File: config.mk
export PLATFORM = sky130hd
export DESIGN_NAME = sgpio_led_shifter
export DESIGN_NICKNAME = d
export VERILOG_FILES = /design/src/rtl/sgpio_pkg.sv /design/src/rtl/sgpio_pattern_store.sv /design/src/rtl/sgpio_frame_seq.sv /design/src/rtl/sgpio_led_shifter.sv
export SDC_FILE = /design/constraint.sdc
export NUM_CORES = 1
export LEC_CHECK = 0
export ABC_AREA = 1
export BUFFER_PORTS_ARGS = -buffer_cell sky130_fd_sc_hd__buf_2
export CAP_MARGIN = 30
export CORE_MARGIN = 8
export CORE_UTILIZATION = 50
export DETAILED_ROUTE_END_ITERATION = 10
export PLACE_DENSITY = 0.74
export SLEW_MARGIN = 10
export SYNTH_ARGS = -nofsm -noshare
export SYNTH_HDL_FRONTEND = slang
export SYNTH_HIERARCHICAL = 1
export SYNTH_SLANG_ARGS = --single-unit
File: constraint.sdc
create_clock -name clk -period 3.6 [get_ports clk]
set_clock_uncertainty 0.05 [all_clocks]
set_input_delay 0.54 -clock clk [delete_from_list [all_inputs] [get_ports clk]]
set_output_delay 0.54 -clock clk [all_outputs]
set_load 0.1 [all_outputs]
File: src/rtl/sgpio_pkg.sv
package sgpio_pkg;

  // Message bit positions that the decoder depends on.
  localparam int MSG_ACT_A   = 20;
  localparam int MSG_ACT_B   = 21;
  localparam int MSG_LOC     = 19;
  localparam int MSG_FLT     = 22;
  localparam int MSG_SLOT_LO = 8;
  localparam int MSG_SLOT_HI = 15;

  // Order matches the in-slot bit order: act at +0, loc at +1, flt at +2.
  typedef struct packed {
    logic flt;
    logic loc;
    logic act;
  } led_ind_t;

  function automatic led_ind_t decode_msg(input logic [31:0] msg);
    led_ind_t r;
    r.act = msg[MSG_ACT_A] | msg[MSG_ACT_B];
    r.loc = msg[MSG_LOC];
    r.flt = msg[MSG_FLT];
    return r;
  endfunction

endpackage

File: src/rtl/sgpio_pattern_store.sv
module sgpio_pattern_store #(
  parameter int MAX_PORTS = 8,
  localparam int SLOT_W = $clog2(MAX_PORTS),
  localparam int PW = 3 * MAX_PORTS
) (
  input  logic                clk,
  input  logic                rst_n,
  input  logic                upd_i,
  input  logic [SLOT_W-1:0]   slot_i,
  input  sgpio_pkg::led_ind_t ind_i,
  output logic [PW-1:0]       pat_o
);

  for (genvar s = 0; s < MAX_PORTS; s++) begin : g_slot
    logic [2:0] ind_q;
    always_ff @(posedge clk or negedge rst_n) begin
      if (!rst_n) begin
        ind_q <= '0;
      end else if (upd_i && (slot_i == SLOT_W'(s))) begin
        ind_q <= ind_i;
      end
    end
    assign pat_o[3*s +: 3] = ind_q;
  end

endmodule

File: src/rtl/sgpio_frame_seq.sv
module sgpio_frame_seq #(
  parameter int HALF_CYC = 6250,
  parameter int CNT_W    = 8,
  parameter int PW       = 24,
  parameter int NB_W     = 5
) (
  input  logic             clk,
  input  logic             rst_n,
  input  logic             start_i,
  input  logic [CNT_W-1:0] pre_i,
  input  logic [CNT_W-1:0] post_i,
  input  logic [NB_W-1:0]  nbits_i,
  input  logic [PW-1:0]    pat_i,
  output logic             busy_o,
  output logic             done_o,
  output logic             sclk_o,
  output logic             sload_o,
  output logic             sdata_o
);

  localparam int PH_W    = $clog2(2 * HALF_CYC);
  localparam int TOT_MAX = 2 * ((1 << CNT_W) - 1) + 1 + PW;
  localparam int K_W     = $clog2(TOT_MAX + 1);
  localparam int IDX_W   = $clog2(PW);
  localparam int EXT     = 1 << IDX_W;
  localparam logic [PH_W-1:0] PH_LAST = PH_W'(2 * HALF_CYC - 1);
  localparam logic [PH_W-1:0] PH_HALF = PH_W'(HALF_CYC);

  logic            run_q, rest_q, done_q;
  logic [PH_W-1:0] ph_q;
  logic [K_W-1:0]  k_q, pre_q, dend_q, last_q;

  // Divider phase and serial-cycle index.
  always_ff @(posedge clk or negedge rst_n) begin
    if (!rst_n) begin
      run_q  <= 1'b0;
      rest_q <= 1'b1;
      done_q <= 1'b0;
      ph_q   <= '0;
      k_q    <= '0;
      pre_q  <= '0;
      dend_q <= '0;
      last_q <= '0;
    end else begin
      done_q <= 1'b0;
      if (start_i && !run_q) begin
        run_q  <= 1'b1;
        ph_q   <= '0;
        k_q    <= '0;
        pre_q  <= K_W'(pre_i);
        dend_q <= K_W'(pre_i) + K_W'(nbits_i);
        last_q <= K_W'(pre_i) + K_W'(nbits_i) + K_W'(post_i);
      end else if (run_q) begin
        if (ph_q == PH_LAST) begin
          ph_q <= '0;
          if (k_q == last_q) begin
            run_q  <= 1'b0;
            done_q <= 1'b1;
            rest_q <= 1'b0;
          end else begin
            k_q <= k_q + K_W'(1);
          end
        end else begin
          ph_q <= ph_q + PH_W'(1);
        end
      end
    end
  end

  logic [K_W-1:0] off;
  logic [EXT-1:0] pat_ext;
  logic           in_data;
  logic           unused_off_hi;

  assign off           = k_q - pre_q - K_W'(1);
  assign pat_ext       = EXT'(pat_i);
  assign in_data       = (k_q > pre_q) && (k_q <= dend_q);
  assign unused_off_hi = ^off[K_W-1:IDX_W];

  always_comb begin
    if (run_q) begin
      sclk_o  = (ph_q < PH_HALF);
      sload_o = (k_q == pre_q);
      sdata_o = in_data ? pat_ext[off[IDX_W-1:0]] : 1'b0;
    end else begin
      sclk_o  = rest_q;
      sload_o = rest_q;
      sdata_o = rest_q;
    end
  end

  assign busy_o = run_q;
  assign done_o = done_q;

endmodule

File: src/rtl/sgpio_led_shifter.sv
module sgpio_led_shifter #(
  parameter int MAX_PORTS  = 8,
  parameter int HALF_CYC   = 6250,
  parameter int CNT_W      = 8,
  parameter int SLOT_LIMIT = 15,
  localparam int SLOT_W = $clog2(MAX_PORTS),
  localparam int NP_W   = $clog2(MAX_PORTS + 1),
  localparam int PW     = 3 * MAX_PORTS,
  localparam int NB_W   = $clog2(PW + 1)
) (
  input  logic                        clk,
  input  logic                        rst_n,
  input  logic                        req_valid,
  output logic                        req_ready,
  input  logic [SLOT_W-1:0]           req_port,
  input  logic [31:0]                 req_msg,
  input  logic [NP_W-1:0]             cfg_num_ports,
  input  logic [CNT_W-1:0]            cfg_pre_clks,
  input  logic [CNT_W-1:0]            cfg_post_clks,
  input  logic [MAX_PORTS*SLOT_W-1:0] cfg_slot_map,
  output logic                        sgpio_clk,
  output logic                        sgpio_load,
  output logic                        sgpio_data,
  output logic                        busy,
  output logic                        done,
  output logic                        err
);

  import sgpio_pkg::*;

  localparam logic [8:0] LIMIT = 9'(SLOT_LIMIT);

  logic              accept, bad_slot, good;
  logic              err_q;
  logic [SLOT_W-1:0] map_a [MAX_PORTS];
  logic [SLOT_W-1:0] slot;
  logic [NP_W-1:0]   n_eff;
  logic [NB_W-1:0]   nbits;
  logic [PW-1:0]     pat;

  for (genvar p = 0; p < MAX_PORTS; p++) begin : g_map
    assign map_a[p] = cfg_slot_map[p*SLOT_W +: SLOT_W];
  end

  assign req_ready = ~busy;
  assign accept    = req_valid & req_ready;
  assign bad_slot  = {1'b0, req_msg[MSG_SLOT_HI:MSG_SLOT_LO]} >= LIMIT;
  assign good      = accept & ~bad_slot;
  assign slot      = map_a[req_port];
  assign n_eff     = (cfg_num_ports > NP_W'(MAX_PORTS)) ? NP_W'(MAX_PORTS) : cfg_num_ports;
  assign nbits     = NB_W'(n_eff) * NB_W'(3);

  always_ff @(posedge clk or negedge rst_n) begin
    if (!rst_n) err_q <= 1'b0;
    else        err_q <= accept & bad_slot;
  end
  assign err = err_q;

  sgpio_pattern_store #(.MAX_PORTS(MAX_PORTS)) store_i (
    .clk    (clk),
    .rst_n  (rst_n),
    .upd_i  (good),
    .slot_i (slot),
    .ind_i  (decode_msg(req_msg)),
    .pat_o  (pat)
  );

  sgpio_frame_seq #(
    .HALF_CYC (HALF_CYC),
    .CNT_W    (CNT_W),
    .PW       (PW),
    .NB_W     (NB_W)
  ) seq_i (
    .clk     (clk),
    .rst_n   (rst_n),
    .start_i (good),
    .pre_i   (cfg_pre_clks),
    .post_i  (cfg_post_clks),
    .nbits_i (nbits),
    .pat_i   (pat),
    .busy_o  (busy),
    .done_o  (done),
    .sclk_o  (sgpio_clk),
    .sload_o (sgpio_load),
    .sdata_o (sgpio_data)
  );

endmodule

==> results.txt, run 1 <==
- Result of the run: completed
* Unrepaired setup endpoints after global routing: no
* Largest stage delay on the critical path: 0.37 ns
* Global-route usage over all layers: 17.92%
- The kind of cell with the highest combined delay along the critical path is adder cells.
- Synth Register Bits: 79
* Transition at the pin with the smallest max-transition slack: 0.8572 ns
- Category of the worst setup path capture point: flip-flop
* Number of nets in the final layout: 1048
* Min cycle time layout: 3.355 ns
- Together, buffers and inverters on the worst path number 4.
- Once detail routing completed, the nets flagged for antenna violations numbered 0.
- The number of failing hold endpoints at the final stage was 0.
- Synthesis produced a netlist whose cell count is 839.
* Flop pwr share: 39.2%
- Once routing completed, OpenROAD measured the worst setup slack at 0.2452 ns.
* Routed WL: 13.13 mm
* Avg Synthesized Cell Area: 6.908 sq um
- Post-place instance area: 0.006417 sq mm
* Clk buf depth: 2
- Max Transition Viols Final: 0
- Worst endpoint data arrival time: 3.53 ns
* Proportion of layout cells with a drive suffix above 1: 18.13%
* Max H-tree Level: 3
- The first global-routing pass estimated 22.29 mm of wire.
- The critical path is of the in2reg type.
- For the worst-skew pair, the clock arrives at the later sink with an insertion delay of 0.33 ns.
- Diodes inserted: 0
- Summed over all nets, the half-perimeter wirelength after detailed placement is 9.963 mm.
- In this run the clock root is driven by a sky130_fd_sc_hd__clkbuf_16.
- Iteration count of the initial detailed-routing pass: 5
- Of all cell types, the one taking the most synthesized area is sky130_fd_sc_hd__dfrtp_1.
* Die X-Extent: 123.7 um
- In the routed design, unresolved DRC markers number 0.
- Net count of the mapped netlist: 960
- The internal power of the cells totals 1.690 mW.
- DR vias/cell: 4.963
- Layout Area Growth over Synthesis: 18.29%
- Buffers inserted to repair hold after CTS numbered 0.
- Filler Cells Inserted: 1080
- Summing internal, switching and leakage power gives 2.267 mW.
* Yosys synthesis warning count: 6
- Net switching is 25.44% of the power.
- The first routing iteration left 319 violations.
* Post-Place Setup Slack: -0.2483 ns
- Part of the total power dissipated in the clock network: 43.5%
- Power density of the placed cells: 330.7 mW/mm^2
- Per report_power, the combinational group accounts for 17.3% of the total.
- Derived from the worst setup path, the maximum achievable clock frequency is 298.1 MHz.
* IO Count: 89
- The via count of the first global-routing pass came to 4956.
- Dominant synthesized flop cell: sky130_fd_sc_hd__dfrtp_1
- Switching power of the nets: 0.5769 mW
* Post-synth ARST share: 100.0%
- Post-DR wirelength/cell: 12.22 um
* Post-CTS clock slew at the launch and capture registers of the worst setup and hold paths: 0.06 ns
- Die H: 123.7 um
- After floorplanning, the core was divided into 39 placement rows.
- Summing the sequential cell areas from Yosys gives 34.13% of the chip area.
- Dividing the final minimum period by the clock period gives 93.19%.
- Highest net fanout along the worst path: 4
- In this run the tightest slew margin relative to its limit is 42.79%.
* Worst Setup Start Kind: primary input
* # clock sinks: 79
* Worst Path Required: 3.77 ns
- Port buffering added 68 buffers.
- In the synthesized netlist, the cells that appear most often are sky130_fd_sc_hd__nand2_1, sky130_fd_sc_hd__inv_1, sky130_fd_sc_hd__dfrtp_1.
- Setup violations remaining at the end of the flow were counted as 0.
- Among all cell types in the netlist, the one instantiated most often is sky130_fd_sc_hd__nand2_1.
* Cell chain of the critical path: buf_2 -> inv_1 -> nand2_2 -> nor2_2 -> inv_1 -> fa_1 -> xor2_1 -> ha_1 -> a21oi_2 -> nand2_2 -> a21oi_2 -> o21bai_1 -> nand2_1 -> inv_2 -> ha_4 -> a21oi_2 -> a21boi_2 -> nand2_2 -> or2_2 -> nand3_1 -> nand2_1
* Full die area: 0.01529 sq mm
* Standby leakage power: 3.814 nW
- Core Area: 0.01137 sq mm
* Syn Std Cell Area: 0.005796 sq mm
- Pin count of the biggest net entering global routing: 53
- Final std cell area, no fill: 0.006855 sq mm
- Initial Util: 50.97%
* Max VDD drop: 0.1574 mV
- Antenna violations before repair: 0
- Leading post-synthesis cells by cell area: sky130_fd_sc_hd__dfrtp_1, sky130_fd_sc_hd__nand2_1, sky130_fd_sc_hd__inv_1, sky130_fd_sc_hd__ha_1, sky130_fd_sc_hd__nand3_1
- The synthesized netlist contains 45 unique library cells.
- Fraction of post-synthesis cell area in the top cell type by area: 33.68%
- GR Overflow Total: 0
* Type of the most critical hold path: in2async
- Count of flip-flops with a built-in enable after synthesis: 0
- Clock buffer count from CTS: 9
- Max Cap Violations: 0
* Utilization of the core after routing: 60.29%
* Sum of negative setup slack: 0 ns
- The congestion estimate from routability-driven global placement came to 0.8584.
- CP max-delay cell: sky130_fd_sc_hd__fa_1
* Clock tree from TritonCTS: done
- The detailed router placed 5335 vias in this run.
## path summary, 6_finish.rpt
| path | startpoint | end | slack (ns) | cells past startpoint |
|---|---|---|---|---|
| min in group clk | cfg_pre_clks[3] | seq_i/pre_q[3]$_DFFE_PN0P_ | 0.40 | 3 |
| max reg2reg | seq_i/busy_o$_DFF_PN0_ | seq_i/k_q[4]$_DFFE_PN0P_ | 0.80 | 12 |
| max | cfg_num_ports[3] | seq_i/last_q[7]$_DFFE_PN0P_ | 0.25 | 21 |
| min reg2reg | seq_i/rest_q$_DFFE_PN1P_ | seq_i/rest_q$_DFFE_PN1P_ | 0.42 | 2 |
| max in group asynchronous | rst_n | seq_i/rest_q$_DFFE_PN1P_ | 2.77 | 2 |
| min | rst_n | store_i/g_slot[5].ind_q[0]$_DFFE_PN0P_ | 0.08 | 1 |
## placed cells by master, fill, tap and decap left out, drive strengths merged, types with 2 or more instances in the layout
master / instances
nor2: 59
fa: 4
o21bai: 4
or2: 12
nand4: 9
o22ai: 3
inv: 128
xor2: 20
xnor2: 4
clkinv: 3
dfrtp: 78
nand2: 310
o211ai: 2
buf: 95
clkbuf: 11
ha: 35
nand3: 78
bufinv: 2
nor3: 9
o21ai: 38
a21oi: 19
## cell type report
type,instances,area (sq um),area share (%)
sequential,79,1978,28.86
multi-input combinational,613,3304,48.20
clock inverter,5,81.33,1.186
clock buffer,11,242.7,3.541
tap,143,178.9,2.610
timing repair buffer,95,580.6,8.469
inverter,129,489.2,7.136
## state kept, by name, indices dropped and copies added (netlist names)
name and count:
seq_i/busy_o 1, seq_i/rest_q 1, seq_i/last_q 10, seq_i/pre_q 8, err 1, seq_i/done_o 1, store_i/g_slot.ind_q 24, seq_i/dend_q 9
seq_i/k_q 10, seq_i/ph_q 14
## through the flow
stage	cells	hold WS, ns
after floorplan	839	0.1944
after global placement	1056	0.4063
after detailed placement	1057	0.4101
after CTS	1073	0.08603
after global routing	1075	0.1096
final	1075	0.08434
## cells by family after synthesis
kind of cell	share of synthesized area (%)
xor+xnor	3.627
buf+inv	10.56
flops	34.13
compound gates	7.254
simple gates	35.49
fa+ha+maj	8.938
## routing by layer
metal | vias to the layer above | GRT usage (%) | routed length, um
li1 | 2790 | - | -
met1 | 2430 | 24.13 | 6338
met2 | 103 | 28.64 | 6123
met3 | 12 | 3.173 | 515
met4 | 0 | 5.869 | 155
met5 | - | 0 | 0
## power by group through the flow
stage	clock network [mW]	logic, mW	registers, mW
after floorplan	0	0.208	0.904
after global placement	0	0.350	0.904
after detailed placement	0	0.358	0.904
after CTS	1.01	0.360	0.888
after global routing	1.04	0.446	0.887
final	0.987	0.392	0.888
## repair_timing
item | in CTS | in global routing
resized for setup | 0 | 17
buffers inserted | 0 | 2
endpoints found under the setup margin | 0 | 4
No activity file was read; power rests on OpenSTA's default activity.
==> run 2: changes to the inputs <==
--- a/config.mk
+++ b/config.mk
@@ -7,7 +7,6 @@
 export LEC_CHECK = 0
 export ABC_AREA = 1
 export BUFFER_PORTS_ARGS = -buffer_cell sky130_fd_sc_hd__buf_2
-export CAP_MARGIN = 30
 export CORE_MARGIN = 8
 export CORE_UTILIZATION = 50
 export DETAILED_ROUTE_END_ITERATION = 10
@@ -15,5 +14,4 @@
 export SLEW_MARGIN = 10
 export SYNTH_ARGS = -nofsm -noshare
 export SYNTH_HDL_FRONTEND = slang
-export SYNTH_HIERARCHICAL = 1
 export SYNTH_SLANG_ARGS = --single-unit
==> run 2 against run 1 <==
Sequential power up 1%; register-to-register slack improved by 0.53 ns; clock power shrank 4.6%; first-iteration DRC count decreased by 2.2%; non-clock buffer count shrank 7; via count down 0.51%; cell area down 2.7%; largest power group unchanged.
==> results.txt, run 2 <==
- Result of the run: completed
* DR vias: 5308
- TritonCTS built the clock tree.
- IO Count: 89
- Counting the buffers created by CTS gives 9.
- In this run the horizontal extent of the chip is 123.4 um.
- The final critical path takes up 91.94% of the cycle.
- Sequential cell area fraction in the yosys report: 34.32%
* Worst Path Required: 3.75 ns
- Post-route ant nets: 0
- Full die area: 0.01522 sq mm
- Detailed-route DRC error count: 0
- Number of global-route vias before repair: 5130
- After synthesis the netlist holds a flip-flop and latch count of 79.
- Yosys synthesis warning count: 0
* Worst slew margin: 35.02%
* Initial Util: 50.91%
- For this run the aggregate overflow at the end of global routing stands at 0.
- The largest registers in the layout are store_i.g_slot.ind_q (24), seq_i.ph_q (14).
* Number of violations reported at the end of detailed-routing iteration 0: 312
- Final Setup Violations: 0
- Layout Area Growth over Synthesis: 15.76%
- In this run the number of H-tree levels came out at 3.
- In the routed layout, each cell is associated on average with a via count of 5.119.
* Sum of negative setup slack: 0 ns
* Type of the most critical hold path: in2async
- Based on the critical path, the design can be clocked at up to 302.1 MHz.
- Fill cells in the final layout number 1080.
- Fraction of post-synthesis cell area in the top cell type by area: 33.87%
- Global-route usage over all layers: 19.03%
* Net count of the mapped netlist: 928
- # clock sinks: 79
* Wire length of the first global-routing pass: 23.42 mm
- Data on the critical path arrives at its endpoint at 3.46 ns.
- Once layout is complete, the cells apart from fillers number 1037.
* Transition at the pin with the smallest max-transition slack: 0.9747 ns
- Diodes inserted: 0
- Switching share of power: 25.56%
- Most frequent cells in the layout: sky130_fd_sc_hd__nand2_1, sky130_fd_sc_hd__inv_1, sky130_fd_sc_hd__dfrtp_1
* Worst Setup Start Kind: primary input
- Antenna violations before repair: 0
* Clock latency on the worst-skew pair: 0.34 ns
- The number of failing hold endpoints at the final stage was 0.
- The number of different library cells used by synthesis comes to 40.
- Share of power burned in combinational logic: 16.5%
- Largest area contributor in the netlist: sky130_fd_sc_hd__dfrtp_1
* Category of the worst setup path capture point: flip-flop
* Count of flip-flops with a built-in enable after synthesis: 0
- Leading cell type in the layout, fill and taps excluded: sky130_fd_sc_hd__nand2_1
* Worst reg2reg startpoint: seq_i.busy_o$_DFF_PN0_
- Cell internal power was estimated by the tool at 1.640 mW.
- Most flop-heavy register: store_i.g_slot.ind_q
- At the end of routability-driven placement, the weighted congestion stood at 0.8532.
* Std cell rows: 39
- Syn Std Cell Area: 0.005763 sq mm
* Power density of the placed cells: 330.2 mW/mm^2
- After clock tree synthesis, the clock-pin slew on the worst setup and hold paths is 0.06 ns.
* Die H: 123.4 um
- The most critical setup path has its startpoint at cfg_num_ports[2].
- Reg2reg setup slack: 1.33 ns
- Number of cell instances on the worst register-to-register path: 8
* Post-synth top cells: sky130_fd_sc_hd__nand2_1, sky130_fd_sc_hd__inv_1, sky130_fd_sc_hd__dfrtp_1
- Combined flip-flop and latch cell area: 0.001978 sq mm
- Leading post-synthesis cells by cell area: sky130_fd_sc_hd__dfrtp_1, sky130_fd_sc_hd__nand2_1, sky130_fd_sc_hd__ha_1, sky130_fd_sc_hd__inv_1, sky130_fd_sc_hd__nand3_1
- Standby leakage power: 3.550 nW
* Utilization of the core after routing: 58.93%
- Core Area: 0.01132 sq mm
* Post-synth ARST share: 100.0%
- In the post-synthesis netlist, the cell with the most instances is sky130_fd_sc_hd__nand2_1.
* Placed cells: 1021
* Pin count of the biggest net entering global routing: 80
- Total of buffers placed on input and output ports: 68
* Clk buf depth: 2
* Max Transition Viols Final: 0
* Routed WL: 13.51 mm
- Max Cap Violations: 0
- Per report_power, the clock group accounts for 42.8% of the total.
- Switching power of the nets: 0.5631 mW
* Max VDD drop: 0.2212 mV
* Flip-flop count of the largest register, all copies and words added: 24
- Highest net fanout along the worst path: 4
- The critical path is of the in2reg type.
- The share of total power dissipated in sequential elements is 40.7%.
- In the final routed layout, each cell accounts on average for 13.03 um.
* HPWL reported at the end of detailed placement: 10.08 mm
- The endpoint identified for the worst register-to-register timing path is seq_i.k_q[2]$_DFFE_PN0P_.
- Min cycle time layout: 3.310 ns
* Avg Synthesized Cell Area: 7.132 sq um
* Worst setup margin: 0.2901 ns
* Post-place instance area: 0.006344 sq mm
* Number of nets in the final layout: 1009
* Cells after synthesis: 808
* Multi-input combinational cell area: 0.003343 sq mm
- The finished cells cover 0.006671 sq mm.
- Cells with a size suffix above 1 make up 17.45% of the layout.
- Iteration count of the initial detailed-routing pass: 5
* Dominant synthesized flop cell: sky130_fd_sc_hd__dfrtp_1
- Cts-stage hold buffer count: 0
- Timing analysis after detailed placement gives a worst setup slack of -0.1686 ns.
- CTS placed an instance of sky130_fd_sc_hd__clkbuf_16 at the clock tree root.
-- run 2: changes by cell type after synthesis, sizes merged, moves of 4 or more --
cell    before  now
inv        128   94
nand2      310  283
nand3       78   61
nor2        59   74
o21ai       38   52
nor3         9   18
nand3b       1    9
or2         12    4
a21oi       19   23
nand4        9   13
xnor2        4    8
-- run 2: how the worst max path moves through the flow --
stage | to | depth (start not counted)
finish | seq_i.last_q[6]$_DFFE_PN0P_ | 20
CTS | seq_i.last_q[6]$_DFFE_PN0P_ | 20
floorplan | sgpio_data | 4
detailed placement | seq_i.last_q[6]$_DFFE_PN0P_ | 20
global placement | seq_i.last_q[6]$_DFFE_PN0P_ | 20
global route | seq_i.last_q[8]$_DFFE_PN0P_ | 27
-- run 2: cells by family (layout without fill, tap and decap cells) --
| kind of cell | after synthesis | in the layout | synth area share [%] |
|---|---|---|---|
| buffers and inverters | 112 | 198 | 8.272 |
| AO/OA/AOI/OAI | 85 | 85 | 7.925 |
| XOR/XNOR | 27 | 27 | 4.103 |
| adder cells (fa/ha/maj) | 38 | 38 | 8.641 |
| flip-flops | 79 | 79 | 34.32 |
| AND/OR/NAND/NOR | 467 | 467 | 36.73 |
-- run 2: area by class of cell --
type / instances / share of cell area, %
inverter: 94 / 5.289
sequential: 79 / 29.65
tap: 143 / 2.682
multi-input combinational: 617 / 50.11
clock buffer: 13 / 4.051
timing repair buffer: 88 / 7.614
clock inverter: 3 / 0.6001
-- run 2: per-layer routing --
layer	wire [um]	track usage, %
met5	0	0
met4	297	6.772
met3	698	3.470
met2	6264	31.36
met1	6247	24.54
-- run 2: repair_timing --
| action | 4_1_cts | 5_1_grt |
|---|---|---|
| gates resized for setup | 0 | 8 |
| setup buffers | 0 | 0 |
| endpoints found under the setup margin | 0 | 5 |
| endpoints found under the hold margin | 0 | 0 |
-- run 2: worst max-delay path: stages --
cell	delay, ns
sky130_fd_sc_hd__buf_2	0.11
sky130_fd_sc_hd__nor2_2	0.11
sky130_fd_sc_hd__nand2_1	0.07
sky130_fd_sc_hd__a21oi_2	0.12
sky130_fd_sc_hd__ha_2	0.19
sky130_fd_sc_hd__ha_1	0.16
sky130_fd_sc_hd__xor2_1	0.14
sky130_fd_sc_hd__nor2_1	0.06
sky130_fd_sc_hd__ha_1	0.33
sky130_fd_sc_hd__a21oi_1	0.16
sky130_fd_sc_hd__o21ai_1	0.10
sky130_fd_sc_hd__buf_4	0.15
sky130_fd_sc_hd__xor2_1	0.20
sky130_fd_sc_hd__inv_1	0.07
sky130_fd_sc_hd__ha_1	0.32
sky130_fd_sc_hd__nand2_1	0.10
sky130_fd_sc_hd__o21bai_1	0.08
sky130_fd_sc_hd__or2_2	0.28
sky130_fd_sc_hd__nand3_1	0.08
sky130_fd_sc_hd__o21ai_1	0.08
-- run 2: power groups by stage --
| stage | Sequential [mW] | Combinational [mW] | Clock, mW |
|---|---|---|---|
| 4_1_cts | 0.897 | 0.362 | 0.952 |
| 3_5_place_dp | 0.913 | 0.360 | 0 |
| 5_1_grt | 0.897 | 0.417 | 0.993 |
| 3_3_place_gp | 0.913 | 0.355 | 0 |
| 2_1_floorplan | 0.913 | 0.227 | 0 |
| 6_report | 0.897 | 0.363 | 0.942 |
-- run 2: metrics by stage --
step / power [mW] / hold WS, ns
after floorplan: 1.140 / 0.1944
after global placement: 1.268 / 0.4008
after detailed placement: 1.273 / 0.4043
after CTS: 2.211 / 0.3624
after global routing: 2.308 / 0.3961
final: 2.203 / 0.3180
==> run 3: changes to the inputs <==
--- a/config.mk
+++ b/config.mk
@@ -7,6 +7,8 @@
 export LEC_CHECK = 0
 export ABC_AREA = 1
 export BUFFER_PORTS_ARGS = -buffer_cell sky130_fd_sc_hd__buf_2
+export CAP_MARGIN = 15
+export CORE_ASPECT_RATIO = 0.5
 export CORE_MARGIN = 8
 export CORE_UTILIZATION = 50
 export DETAILED_ROUTE_END_ITERATION = 10
==> run 3 against run 2 <==
Sequential power barely moved; non-clock buffer count fell by 1; sequential share of layout area rose by 0.084 points; register-to-register slack barely moved; largest cell class unchanged; combinational power rose by 5.8%; first-iteration DRC count rose by 31%; total power fell by 4.4%; via count rose by 2.0%; utilization rose by 0.93 points; cell count did not move; sequential cell count did not move; clock-buffer cell count rose by 1.
==> results.txt, run 3 (same netlist as run 2, synthesis figures left out) <==
- Worst reg2reg startpoint: seq_i.busy_o$_DFF_PN0_
- For the worst setup path, the data required time is 3.77 ns.
* Placed cells: 1022
* Antenna violations before repair: 0
* Post-DR wirelength/cell: 13.83 um
- Multi-input combinational cell area: 0.003381 sq mm
- The floorplan step defined a die boundary enclosing 0.01543 sq mm.
- IO Count: 89
* Final standard cell count with taps included and fillers excluded: 1037
- Post-route ant nets: 0
- The design draws 2.105 mW.
* Flip-flop count of the largest register, all copies and words added: 24
* Clk buf depth: 2
- The die is 91.92 um tall.
- Buffers inserted to repair hold after CTS numbered 0.
- HPWL reported at the end of detailed placement: 10.85 mm
- Final Setup Violations: 0
- DR vias: 5412
- Result of the run: completed
- Core Area: 0.01111 sq mm
- Min cycle time layout: 3.328 ns
* Global-route usage over all layers: 18.98%
* Detailed-route DRC error count: 0
- Reg2reg setup slack: 1.34 ns
- Total of buffers placed on input and output ports: 68
* Sum of negative setup slack: 0 ns
* Diodes inserted: 0
* Max H-tree Level: 3
- Std cell rows: 27
- Layout Area Growth over Synthesis: 15.44%
- Clock tree from TritonCTS: done
- Summing all flip-flop and latch instances after layout gives 0.001978 sq mm.
- Max VDD drop: 0.2125 mV
* Worst endpoint data arrival time: 3.49 ns
- Power density of the placed cells: 316.4 mW/mm^2
* Leading cell type in the layout, fill and taps excluded: sky130_fd_sc_hd__nand2_1
* Clock tree root buffer cell: sky130_fd_sc_hd__clkbuf_16
- Final cycle utilization of the critical path: 92.43%
- Kind of critical path: in2reg
- Cells with a size suffix above 1 make up 17.49% of the layout.
* Type of the most critical hold path: in2async
* Category of the worst setup path capture point: flip-flop
- Number of violations reported at the end of detailed-routing iteration 0: 409
- Highest net fanout along the worst path: 3
- Standby leakage power: 3.524 nW
- Headroom to the max-slew limit came out at 33.89%.
* Post-CTS clock slew at the launch and capture registers of the worst setup and hold paths: 0.05 ns
* GR Overflow Total: 0
- Largest registers: store_i.g_slot.ind_q (24), seq_i.ph_q (14)
* Iteration count of the initial detailed-routing pass: 5
- Max-cap violations in this run came to 0.
- Pin count of the biggest net entering global routing: 80
- The number of cells on the worst reg-to-reg path is 8.
- Wire length of the first global-routing pass: 24.48 mm
* DR vias/cell: 5.219
* Worst setup margin: 0.2725 ns
* Transition at the pin with the smallest max-transition slack: 0.9916 ns
- Post-Place Setup Slack: -0.1589 ns
* Number of global-route vias before repair: 5162
- Number of nets in the final layout: 1008
- Maximum clock frequency: 300.5 MHz
* Clock buffer count from CTS: 9
* R2R Path End: seq_i.k_q[4]$_DFFE_PN0P_
- From left edge to right edge, the die measures 167.8 um.
* # clock sinks: 79
* Most flop-heavy register: store_i.g_slot.ind_q
- In this run the post-CTS setup repair buffer count came out at 0.
* Filler Cells Inserted: 999
- The routed design has 14.34 mm of wire.
* Placer's final routability congestion estimate: 0.8885
- For the worst-skew pair, the clock arrives at the later sink with an insertion delay of 0.34 ns.
* Final Hold Viols: 0
- Gates resized during post-CTS repair numbered 0.
- The max-slew violation count came to 0.
- STA classifies the critical path startpoint as a primary input.
- Post-route worst hold slack: 0.3204 ns
- Initial Util: 51.85%
- The top cell types in the final layout, fill and taps aside, are sky130_fd_sc_hd__nand2_1, sky130_fd_sc_hd__inv_1, sky130_fd_sc_hd__dfrtp_1.
==> run 3: changes by cell type in the layout (fill, tap and decap cells not counted), sizes merged <==
| cell | delta |
|---|---|
| buf | -1 |
| bufinv | -1 |
| clkbuf | +1 |
| clkinv | -1 |
==> run 3: stage by stage <==
stage          area [sq um]  util (%)
2_1_floorplan          5781         -
3_3_place_gp           6339     57.03
3_5_place_dp           6339     57.03
4_1_cts                6598     59.36
5_1_grt                6653     59.86
6_report               6653     59.86
==> run 3: how the worst max path moves through the flow <==
stage | end | from
final | seq_i.last_q[6]$_DFFE_PN0P_ | cfg_num_ports[2]
after floorplan | sgpio_data | seq_i.busy_o$_DFF_PN0_
after global routing | seq_i.last_q[6]$_DFFE_PN0P_ | cfg_num_ports[2]
after detailed placement | seq_i.last_q[9]$_DFFE_PN0P_ | cfg_num_ports[2]
after global placement | seq_i.last_q[6]$_DFFE_PN0P_ | cfg_num_ports[2]
after CTS | sgpio_data | seq_i.k_q[1]$_DFFE_PN0P_
==> run 3: power breakdown <==
| part | total [mW] | switching, mW | leakage (nW) | internal [mW] |
|---|---|---|---|---|
| sequential | 0.897 | 0.00319 | 1.01 | 0.894 |
| clock | 0.824 | 0.342 | 0.127 | 0.482 |
| combinational | 0.384 | 0.218 | 2.39 | 0.166 |
| total | 2.11 | 0.564 | 3.52 | 1.54 |
==> run 3: area by class of cell <==
cell class | count | share of cell area, %
clock buffers | 14 | 3.818
clock inverters | 1 | 0.07523
inverters | 94 | 5.304
multi-input cells | 617 | 50.82
flip-flops and latches | 79 | 29.73
well taps | 145 | 2.727
repair buffers | 87 | 7.523
==> run 3: per-layer routing <==
layer / wire length (um) / track usage, % / vias to the layer above
met5: 0 / 0 / -
met4: 185 / 4.133 / 0
met3: 868 / 4.917 / 21
met2: 6423 / 31.25 / 147
met1: 6865 / 24.83 / 2500
li1: - / - / 2744
==> run 3: critical path, cell delays in order <==
cell,delay [ns]
sky130_fd_sc_hd__buf_2,0.12
sky130_fd_sc_hd__nor2_2,0.12
sky130_fd_sc_hd__nand2_1,0.07
sky130_fd_sc_hd__a21oi_2,0.12
sky130_fd_sc_hd__ha_2,0.19
sky130_fd_sc_hd__ha_1,0.16
sky130_fd_sc_hd__xor2_1,0.15
sky130_fd_sc_hd__nor2_1,0.06
sky130_fd_sc_hd__ha_1,0.32
sky130_fd_sc_hd__buf_4,0.15
sky130_fd_sc_hd__nand2_1,0.05
sky130_fd_sc_hd__inv_1,0.05
sky130_fd_sc_hd__a21oi_1,0.19
sky130_fd_sc_hd__nor2_1,0.09
sky130_fd_sc_hd__inv_1,0.05
sky130_fd_sc_hd__nand2_1,0.05
sky130_fd_sc_hd__inv_1,0.09
sky130_fd_sc_hd__ha_4,0.20
sky130_fd_sc_hd__inv_2,0.05
sky130_fd_sc_hd__o21bai_1,0.08
sky130_fd_sc_hd__o21bai_1,0.18
sky130_fd_sc_hd__or2_2,0.28
sky130_fd_sc_hd__nand3_1,0.06
sky130_fd_sc_hd__o21ai_0,0.07
